==> config.mk <==
export PLATFORM = sky130hd
export DESIGN_NAME = micro12_core
export DESIGN_NICKNAME = d
export VERILOG_FILES = /design/src/rtl/micro12_pkg.sv /design/src/rtl/micro12_decode.sv /design/src/rtl/micro12_pmem.sv /design/src/rtl/micro12_regfile.sv /design/src/rtl/micro12_dmem.sv /design/src/rtl/micro12_core.sv
export SDC_FILE = /design/constraint.sdc
export NUM_CORES = 2
export LEC_CHECK = 0
export BUFFER_PORTS_ARGS = -buffer_cell sky130_fd_sc_hd__clkbuf_2
export CAP_MARGIN = 20
export CORE_AREA = 10 10 405 702
export DETAILED_ROUTE_END_ITERATION = 16
export DIE_AREA = 0 0 415 712
export PLACE_DENSITY = 0.81
export SYNTH_ARGS = -nofsm -noshare
export SYNTH_HDL_FRONTEND = slang
export SYNTH_HIERARCHICAL = 1
export SYNTH_SLANG_ARGS = --single-unit
export TNS_END_PERCENT = 20
==> constraint.sdc <==
create_clock -name clk -period 10.8 [get_ports clk]
set_input_delay 0.54 -clock clk [delete_from_list [all_inputs] [get_ports clk]]
set_output_delay 0.54 -clock clk [all_outputs]
set_load 0.02 [all_outputs]
==> src/rtl/micro12_pkg.sv <==
package micro12_pkg;

  localparam int INSTR_W = 12;
  localparam int RSEL_W  = 2;
  localparam int PORT_SEL_W = 4;
  localparam int LIT_W   = 8;

  typedef enum logic [2:0] {
    OP_ADD,
    OP_IN,
    OP_JMP,
    OP_LDI,
    OP_LD,
    OP_ST
  } op_e;

  typedef struct packed {
    op_e                   op;
    logic [RSEL_W-1:0]     dst;
    logic [RSEL_W-1:0]     src_a;
    logic [RSEL_W-1:0]     src_b;
    logic [PORT_SEL_W-1:0] port;
    logic [LIT_W-1:0]      lit;
  } dec_t;

endpackage

==> src/rtl/micro12_decode.sv <==
module micro12_decode
  import micro12_pkg::*;
(
  input  logic [INSTR_W-1:0] instr,
  output dec_t               dec
);

  always_comb begin
    dec.op    = OP_ADD;
    dec.dst   = instr[9:8];
    dec.src_a = instr[3:2];
    dec.src_b = instr[1:0];
    dec.port  = instr[3:0];
    dec.lit   = instr[7:0];
    unique case (instr[11:10])
      2'b01:   dec.op = OP_LDI;
      2'b10:   dec.op = OP_LD;
      2'b11:   dec.op = OP_ST;
      default: begin
        if (instr[7])      dec.op = OP_JMP;
        else if (instr[6]) dec.op = OP_IN;
        else               dec.op = OP_ADD;
      end
    endcase
  end

endmodule

==> src/rtl/micro12_pmem.sv <==
module micro12_pmem #(
  parameter  int AW    = 7,
  parameter  int W     = 12,
  localparam int DEPTH = 1 << AW
) (
  input  logic          clk,
  input  logic          rst_n,
  input  logic          we,
  input  logic [AW-1:0] waddr,
  input  logic [W-1:0]  wdata,
  input  logic [AW-1:0] raddr,
  output logic [W-1:0]  rdata
);

  logic [W-1:0]     words [DEPTH];
  logic [DEPTH-1:0] loaded_q;
  logic [DEPTH-1:0] loaded_d;

  always_comb begin
    loaded_d = loaded_q;
    if (we) loaded_d[waddr] = 1'b1;
  end

  always_ff @(posedge clk or negedge rst_n) begin
    if (!rst_n) loaded_q <= '0;
    else        loaded_q <= loaded_d;
  end

  always_ff @(posedge clk) begin
    if (we) words[waddr] <= wdata;
  end

  assign rdata = loaded_q[raddr] ? words[raddr] : '0;

endmodule

==> src/rtl/micro12_regfile.sv <==
module micro12_regfile #(
  parameter  int N  = 4,
  parameter  int W  = 8,
  localparam int SW = $clog2(N)
) (
  input  logic           clk,
  input  logic           we,
  input  logic [SW-1:0]  waddr,
  input  logic [W-1:0]   wdata,
  output logic [N*W-1:0] flat
);

  logic [W-1:0] q [N];
  logic [N-1:0] en;

  for (genvar i = 0; i < N; i++) begin : g_slot
    assign en[i]             = we && (waddr == SW'(i));
    assign flat[i*W +: W]    = q[i];
  end

  always_ff @(posedge clk) begin
    for (int i = 0; i < N; i++) begin
      if (en[i]) q[i] <= wdata;
    end
  end

endmodule

==> src/rtl/micro12_dmem.sv <==
module micro12_dmem #(
  parameter  int AW    = 8,
  parameter  int W     = 8,
  localparam int DEPTH = 1 << AW
) (
  input  logic          clk,
  input  logic          we,
  input  logic [AW-1:0] addr,
  input  logic [W-1:0]  wdata,
  output logic [W-1:0]  rdata
);

  logic [W-1:0] cells [DEPTH];

  always_ff @(posedge clk) begin
    if (we) cells[addr] <= wdata;
  end

  assign rdata = cells[addr];

endmodule

==> src/rtl/micro12_core.sv <==
module micro12_core
  import micro12_pkg::*;
#(
  parameter  int PC_W       = 7,
  parameter  int DATA_W     = 8,
  parameter  int DADDR_W    = 8,
  parameter  int NUM_REGS   = 4,
  parameter  int NUM_PORTS  = 16,
  localparam int PORT_BUS_W = NUM_PORTS * DATA_W,
  localparam int REG_BUS_W  = NUM_REGS * DATA_W
) (
  input  logic                  clk,
  input  logic                  rst_n,
  input  logic                  pm_we,
  input  logic [PC_W-1:0]       pm_addr,
  input  logic [INSTR_W-1:0]    pm_wdata,
  input  logic [PORT_BUS_W-1:0] gpin,
  output logic [PC_W-1:0]       dbg_pc,
  output logic [REG_BUS_W-1:0]  dbg_regs
);

  // run gate: two edges with reset released and no loading
  logic [1:0] run_q;
  logic [1:0] run_d;
  logic       run;

  always_comb run_d = {run_q[0], ~pm_we};

  always_ff @(posedge clk or negedge rst_n) begin
    if (!rst_n) run_q <= 2'b00;
    else        run_q <= run_d;
  end

  assign run = &run_q;

  // fetch and decode
  logic [PC_W-1:0]    pc_q;
  logic [PC_W-1:0]    pc_d;
  logic [INSTR_W-1:0] instr;
  dec_t               dec;

  micro12_pmem #(.AW(PC_W), .W(INSTR_W)) u_pmem (
    .clk   (clk),
    .rst_n (rst_n),
    .we    (pm_we),
    .waddr (pm_addr),
    .wdata (pm_wdata),
    .raddr (pc_q),
    .rdata (instr)
  );

  micro12_decode u_dec (
    .instr (instr),
    .dec   (dec)
  );

  // operands
  logic [REG_BUS_W-1:0] regs_flat;
  logic [DATA_W-1:0]    val_a;
  logic [DATA_W-1:0]    val_b;
  logic [DATA_W-1:0]    val_d;
  logic [DATA_W-1:0]    port_val;
  logic [DATA_W-1:0]    dm_rdata;

  always_comb begin
    val_a    = regs_flat[int'(dec.src_a) * DATA_W +: DATA_W];
    val_b    = regs_flat[int'(dec.src_b) * DATA_W +: DATA_W];
    val_d    = regs_flat[int'(dec.dst)   * DATA_W +: DATA_W];
    port_val = gpin[int'(dec.port) * DATA_W +: DATA_W];
  end

  // write-back selection
  logic              rf_we;
  logic [DATA_W-1:0] rf_wdata;
  logic              dm_we;
  logic              jump_taken;

  always_comb begin
    rf_we    = 1'b0;
    rf_wdata = '0;
    unique case (dec.op)
      OP_ADD: begin rf_we = run; rf_wdata = val_a + val_b;         end
      OP_IN:  begin rf_we = run; rf_wdata = port_val;              end
      OP_LDI: begin rf_we = run; rf_wdata = dec.lit[DATA_W-1:0];   end
      OP_LD:  begin rf_we = run; rf_wdata = dm_rdata;              end
      default: ;
    endcase
  end

  assign dm_we      = run && (dec.op == OP_ST);
  assign jump_taken = (dec.op == OP_JMP) && val_d[0];

  micro12_regfile #(.N(NUM_REGS), .W(DATA_W)) u_rf (
    .clk   (clk),
    .we    (rf_we),
    .waddr (dec.dst),
    .wdata (rf_wdata),
    .flat  (regs_flat)
  );

  micro12_dmem #(.AW(DADDR_W), .W(DATA_W)) u_dm (
    .clk   (clk),
    .we    (dm_we),
    .addr  (dec.lit[DADDR_W-1:0]),
    .wdata (val_d),
    .rdata (dm_rdata)
  );

  // program counter
  always_comb begin
    if (!run)            pc_d = '0;
    else if (jump_taken) pc_d = dec.lit[PC_W-1:0];
    else                 pc_d = pc_q + PC_W'(1);
  end

  always_ff @(posedge clk or negedge rst_n) begin
    if (!rst_n) pc_q <= '0;
    else        pc_q <= pc_d;
  end

  assign dbg_pc   = pc_q;
  assign dbg_regs = regs_flat;

endmodule

=== Word level (Yosys, flattened, before mapping) ===
Memories as Yosys holds them, arrays and structs flattened.
Cells that the tools add are included.

* Memories kept: 3
* Output and inout port bits: 39
* Input bits: 150
* Logic and storage cells: 75
* Flip-flop bits (word level): 137
* RAM bits: 3616

* Reduce and logical (&&, ||, !) cells: 14
* Add/subtract/negate cells: 2
* Magnitude comparators: 3
* Bitwise logic cells: 2
* Equality and inequality tests: 11
* Muxes and demuxes: 33
* Shifts and indexed selects: 4

{| class="wikitable"
|+ Memories
! name !! depth !! width !! rd ports !! clocked after Yosys merged registers in !! wr ports !! RTL line !! source
|-
| u_dm.cells || 256 || 8 || 1 || 0 || 1 || micro12_dmem.sv:13 || <nowiki>logic [W-1:0] cells [DEPTH];</nowiki>
|-
| u_pmem.words || 128 || 12 || 1 || 0 || 1 || micro12_pmem.sv:15 || <nowiki>logic [W-1:0] words [DEPTH];</nowiki>
|-
| u_rf.q || 4 || 8 || 4 || 0 || 1 || micro12_regfile.sv:13 || <nowiki>logic [W-1:0] q [N];</nowiki>
|}

{| class="wikitable"
|+ Operators with widths
! cell !! count
|-
| $or 128x128->128 || 1
|-
| $shiftx 128x8->8 || 1
|-
| $shiftx 32x6->8 || 3
|-
| $pmux 8 s4 || 1
|-
| $mux 8 || 3
|-
| $reduce_or 8->1 || 3
|-
| $mux 1 || 19
|-
| $lt 7x8->1 const B || 2
|-
| $mux 7 || 2
|-
| $mux 12 || 1
|-
| $pmux 3 s3 || 1
|-
| $add 8x8->8 || 1
|-
| $eq 2x2->1 const B || 4
|-
| $add 7x1->7 const B || 1
|-
| $bmux 1 s7 || 1
|-
| $demux 1 s7 || 1
|-
| $ge 7x1->1 const B || 1
|-
| $logic_and 1x1->1 || 7
|-
| $eq 3x2->1 const B || 2
|-
| $eq 3x3->1 const B || 2
|-
| $mux 2 || 3
|-
| $eq 2x1->1 const B || 2
|-
| $reduce_or 4->1 || 1
|-
| $eq 3x1->1 const B || 1
|-
| other kinds (5) || 5
|}

=== Depth between registers and ports, before layout ===
* Word-level depth: 16
* Gate-level depth with buffers: 26
* Gate-level depth less buffers: 15

=== By module ===
Netlist, hierarchy kept.

{| class="wikitable"
|+ By module, submodules not included
! module !! cells an instance !! seq. area each (um^2) !! area each (um^2) !! times used
|-
| micro12_dmem || 3539 || 61499.0 || 78332.6 || 1
|-
| micro12_pmem || 2969 || 49327.3 || 64136.5 || 1
|-
| micro12_core || 242 || 225.2 || 2641.3 || 1
|-
| micro12_regfile || 36 || 960.9 || 998.5 || 1
|-
| micro12_decode || 23 || 0.0 || 157.7 || 1
|}

=== Least setup slack after synthesis ===
Ideal clock, no wire load.

* Path type: reg-to-reg
* Start point: reg pc_q[0] (netlist: dbg_pc[0])
* End point: reg pc_q[0] (netlist: dbg_pc[0])
* Cell stages (with the launch flop): 15
* Clock period less this slack: 5.939 ns
* Arrival: 5.845 ns
* Library setup time: 0.094 ns
* Path slack: 4.861 ns
* Data required time: 10.706 ns
* Cells stage by stage: dfrtp_1 -> buf_6 -> mux4_1 -> mux4_2 -> nor2b_1 -> a2111oi_2 -> or4_4 -> buf_12 -> a311oi_2 -> buf_4 -> buf_4 -> mux4_2 -> nand3b_1 -> buf_4 -> a211oi_1

* Elaborated cells on any way between the ends: 16

{| class="wikitable"
|+ RTL lines
! what !! RTL line !! source
|-
| from (decl) || micro12_core.sv:37 || <nowiki>logic [PC_W-1:0] pc_q;</nowiki>
|-
| from (signal assigned) || micro12_core.sv:118 || <nowiki>else pc_q <= pc_d;</nowiki>
|-
| $bmux 1 s7 || micro12_pmem.sv:33 || <nowiki>assign rdata = loaded_q[raddr] ? words[raddr] : '0;</nowiki>
|-
| $mux 1 (implied by the code) || micro12_pmem.sv:33 ||
|-
| $mux 12 (*) || micro12_pmem.sv:33 ||
|-
| via instr[8] || micro12_core.sv:39 || <nowiki>logic [INSTR_W-1:0] instr;</nowiki>
|-
| $shiftx 32x6->8 (*) || micro12_core.sv:68 || <nowiki>val_d = regs_flat[int'(dec.dst) * DATA_W +: DATA_W];</nowiki>
|-
| via val_d[0] || micro12_core.sv:61 || <nowiki>logic [DATA_W-1:0] val_d;</nowiki>
|-
| $logic_and 1x1->1 (*) || micro12_core.sv:91 || <nowiki>assign jump_taken = (dec.op == OP_JMP) && val_d[0];</nowiki>
|-
| $mux 7 (*) || micro12_core.sv:112 || <nowiki>else if (jump_taken) pc_d = dec.lit[PC_W-1:0];</nowiki>
|-
| $mux 7 (*) || micro12_core.sv:111 || <nowiki>if (!run) pc_d = '0;</nowiki>
|-
| via pc_d[0] || micro12_core.sv:38 || <nowiki>logic [PC_W-1:0] pc_d;</nowiki>
|}

Mark *: on every way through the listed nets, which the timed path passes. The rest lies on a longest branch. The select of a mux whose other input is x is not followed.
A chain may end at the register's enable or synchronous reset.

=== Final worst setup path ===
* Start point: reg pc_q[1] (netlist: dbg_pc[1])
* End point: mem u_rf.q[1][3] (data pin)

* Elaborated cells on any way between the ends: 35

{| class="wikitable"
|+ RTL lines
! what !! RTL line !! source
|-
| $bmux 1 s7 || micro12_pmem.sv:33 ||
|-
| $mux 1 (implied by the code) || micro12_pmem.sv:33 ||
|-
| $mux 12 (*) || micro12_pmem.sv:33 ||
|-
| via instr[0] || micro12_core.sv:39 ||
|-
| $mem_v2 256x8 (*) || n/a ||
|-
| via dm_rdata[3] || micro12_core.sv:63 || <nowiki>logic [DATA_W-1:0] dm_rdata;</nowiki>
|-
| $pmux 8 s4 (*) || micro12_core.sv:81 || <nowiki>unique case (dec.op)</nowiki>
|-
| via rf_wdata[3] || micro12_core.sv:74 || <nowiki>logic [DATA_W-1:0] rf_wdata;</nowiki>
|-
| $mux 8 (no source line) (2 in a row) || n/a ||
|-
| $mux 8 (no source line) (*) || n/a ||
|-
| to (decl) || micro12_regfile.sv:13 ||
|}

Marks and branches as above.

==> run_results.csv <==
group,metric,value,unit
global_route,grt_pass1_wl,556600,um
clock_tree,clock_latency,0.90,ns
layout,area_growth,11.42,%
yosys,synth_area_leaders,"edfxtp_1 74%, mux4_2 15%, dfrtp_1 2.3%",
critical_path,start_kind,"flop",
yosys,yosysTopAreaCellShare,74.24,%
yosys,synth_area_leader_cell,"edfxtp_1",
critical_path,cp_max_fo,95,
timing,report.final.slew_viol_count,1,
timing,fin_crit_sh,82.32,%
outcome,status,"finished, violations left",
clock_tree,clockBufferDepth,4,
clock_tree,cts_buffers,313,
timing,tightestPinTransition,1.504,ns
critical_path,crit_chain,"buf_12 > mux4_2 > mux2i_1 > a211oi_1 > a221oi_1 > buf_4 > a311oi_4 > buf_8 > buf_4 > buf_4 > mux4_2 > a22oi_1 > a21oi_1 > o41ai_1 > nand4_1 > a32oi_1 > o21ai_0 > a211o_1",
yosys,yosysWarningCount,6,
layout,drive_above_1_share,28.94,%
clock_tree,cts_root_buffer,"clkbuf_16",
critical_path,crit_top_cell,"buf_4",
power_and_ir_drop,ir_drop,0.5534,mV
yosys,async_flop_share,3.650,%
yosys,synth.yosys.seq_area_share,76.58,%
yosys,ys_ff_latch,3753,
critical_path,crit_type,"reg -> reg",
timing,rsz0062_at_grt,"no",
yosys,syn_area,146300,sq um
clock_tree,numClockSinks,3753,
placement,routabilityCongestion,0.9238,
die,die_h,712,um
placement,dp_slack,1.866,ns
critical_path,timing.rr.end,"u_rf/q[1][3]$_DFFE_PP_",
global_route,grt_usage,25.78,%
yosys,syn_inst,6809,
clock_tree,clk_pin_slew,0.07,ns
critical_path,slowest_stage,"o41ai_1",
critical_path,r2r-start,"dbg_pc[1]$_DFF_PN0_",
drt,initialDrtViolationCount,10330,
clock_tree,cts_tree,"yes",
drt,ant_nets,0,
critical_path,max_stage_delay,1.07,ns
global_route,grt_antenna_before_repair,16,
layout,postLayoutCellArea,163000,sq um
clock_tree,cts-resized-gates,0,
yosys,synth-edff-count,3616,
clock_tree,htreeDepth,5,
timing,fmax,112.5,MHz
critical_path,endpoint,"u_rf/q[1][3]$_DFFE_PP_",
clock_tree,post_cts_buffers,0,
timing,finalCriticalPeriod,8.891,ns
yosys,avgSynthCellArea,21.48,sq um
power_and_ir_drop,p_leak,50.31,nW
power_and_ir_drop,total_power,42.77,mW
critical_path,reg2reg_setup_slack,1.91,ns
yosys,synth.distinct_cells,65,
timing,fin_setup_tns,0,ns
drt,vias,74690,
drt,wl,387700,um
global_route,gr-total-overflow,0,
yosys,synthFlopType,"edfxtp_1",
drt,wl_per_cell,35.16,um
critical_path,critPathLaunch,"dbg_pc[1]$_DFF_PN0_",
placement,place_hpwl,236100,um
critical_path,end_kind,"flop",
die,die_area,295500,sq um
worst_hold_path,holdCritPathClass,"in -> reg",
drt,drt-vias-per-instance,6.773,
timing,setup_slack,1.909,ns
placement,place_area,152500,sq um
die,core-area,272700,sq um
critical_path,critPathRequiredTime,11.42,ns
clock_tree,hold_buffers,1,
global_route,grt_max_degree,241,
flow_run,maxCapViolCount,0,
die,initial_core_util,53.64,%
critical_path,cp_top_family,"compound AO/OA/AOI/OAI gates",
timing,setup_viol,0,
die,fp.dieW,415,um
critical_path,critPathBufInv,5,
critical_path,cp_num_cells,18,
layout,utilization,59.77,%
timing,hold_viol_final,0,
timing,finalClockSkew,0.06233,ns
power_and_ir_drop,p_per_area,262.4,nW/um^2
die,row_count,254,
global_route,grt_pass1_vias,77220,
placement,io_buffers,188,
layout,fillers,17940,
critical_path,r2r_cells,18,
yosys,synthesis.nets,6968,
die,ios,189,
layout,fin_nets,7354,
outcome,violations,"slew limit",
critical_path,cp.arrival,9.52,ns
drt,drcViolationCount,0,
drt,firstDrtPassIters,8,
timing,relSlewSlack,-0.2840,%
==> report_power, final <==
part           internal [mW]  leakage, nW  total, mW  switching [mW]
Combinational           4.03         11.0       12.4            8.32
Sequential              18.7         34.3       18.8           0.136
Clock                   6.43         5.00       11.6            5.17
Total                   29.1         50.3       42.8            13.6
==> synth_stat cells, types with 6 or more instances <==
cell / count
a22oi_1: 321
xnor2_1: 7
nor3_1: 32
o221ai_1: 19
dfrtp_1: 137
ha_1: 8
buf_6: 19
mux2i_1: 107
clkbuf_1: 216
a21oi_1: 162
and2_1: 8
nand3b_1: 18
a221oi_1: 25
a211oi_1: 36
or2_2: 130
a311oi_2: 10
nand2b_1: 12
buf_4: 56
inv_1: 13
nand4_1: 12
o22ai_1: 40
mux2_2: 26
mux4_2: 947
nor2b_1: 25
nor2_1: 398
nand3_1: 38
o211ai_1: 6
mux4_1: 20
edfxtp_1: 3616
o21ai_0: 34
buf_2: 104
nand2_1: 93
o41ai_1: 33
buf_1: 34
==> layout by cell type, fill, tap and decap left out, types with 30 or more instances in the layout <==
cell       netlist  routed
edfxtp_1      3616    3616
o21ai_0         34      33
o22ai_1         40      40
clkinv_2         0      48
buf_4           56     285
clkinv_1         0      50
a22oi_1        321     321
or2_2          130     130
nand2_1         93      87
dfrtp_1        137     131
nand3_1         38      30
a211oi_1        36      36
bufinv_16        0      36
clkbuf_16        0     325
clkbuf_2         0     176
mux2i_1        107     107
a21oi_1        162     162
mux4_2         947     939
clkbuf_1       216      44
nor2_1         398     368
nor3_1          32      30
==> layout make-up <==
type	count	area [sq um]	share of cell area [%]
clock inverters	183	1956	1.200
repair buffers	505	3740	2.295
well taps	3584	4484	2.752
diodes	6	15.01	0.009213
clock buffers	374	8367	5.134
multi-input cells	2608	32330	19.84
inverters	14	52.55	0.03224
flip-flops and latches	3753	112000	68.74
==> cell families (layout without fill, tap and decap cells) <==
logic type	after synthesis	count (layout)	synth area share [%]
buffers and inverters	448	1076	1.524
multiplexers	1100	1100	15.87
adder cells (fa/ha/maj)	9	9	0.08212
XOR/XNOR	10	10	0.05988
flip-flops	3753	3753	76.58
AND/OR/NAND/NOR	779	779	2.464
other	0	6	0
AO/OA/AOI/OAI	710	710	3.416
==> how the worst min path moves through the flow <==
stage / startpoint / endpoint / slack, ns / cells after the start
2_1_floorplan: rst_n / dbg_pc[0]$_DFF_PN0_ / 0.24 / 0
3_3_place_gp: run_q[0]$_DFF_PN0_ / run_q[1]$_DFF_PN0_ / 0.36 / 0
3_5_place_dp: run_q[0]$_DFF_PN0_ / run_q[1]$_DFF_PN0_ / 0.36 / 0
4_1_cts: pm_wdata[3] / u_pmem/words[52][3]$_DFFE_PP_ / 0.009 / 1
5_1_grt: pm_wdata[3] / u_pmem/words[53][3]$_DFFE_PP_ / 0.05 / 1
6_report: pm_wdata[3] / u_pmem/words[51][3]$_DFFE_PP_ / 0.06 / 1
==> routing by layer <==
metal  track usage [%]  part of all wire (%)  vias to the layer above
li1                  -                     -                    29320
met4             18.70                   9.1                       22
met3             6.174                    10                     1421
met2             44.02                    51                     5564
met1             28.06                    30                    38360
met5                 0                 0.034                        -
==> per-stage QoR <==
| stage | hold slack [ns] | instances |
|---|---|---|
| floorplan | 0.2444 | 6809 |
| global placement | 0.3608 | 10430 |
| CTS | 0.008528 | 11010 |
| detailed placement | 0.3635 | 10450 |
| finish | 0.05936 | 11030 |
| global route | 0.05261 | 11020 |
==> registers in the layout, indices dropped and copies added (netlist names) <==
register         flops
dbg_pc               7
u_pmem/words      1536
run_q                2
u_rf/q              32
u_pmem/loaded_q    128
u_dm/cells        2048
No activity file was read; power rests on OpenSTA's default activity.
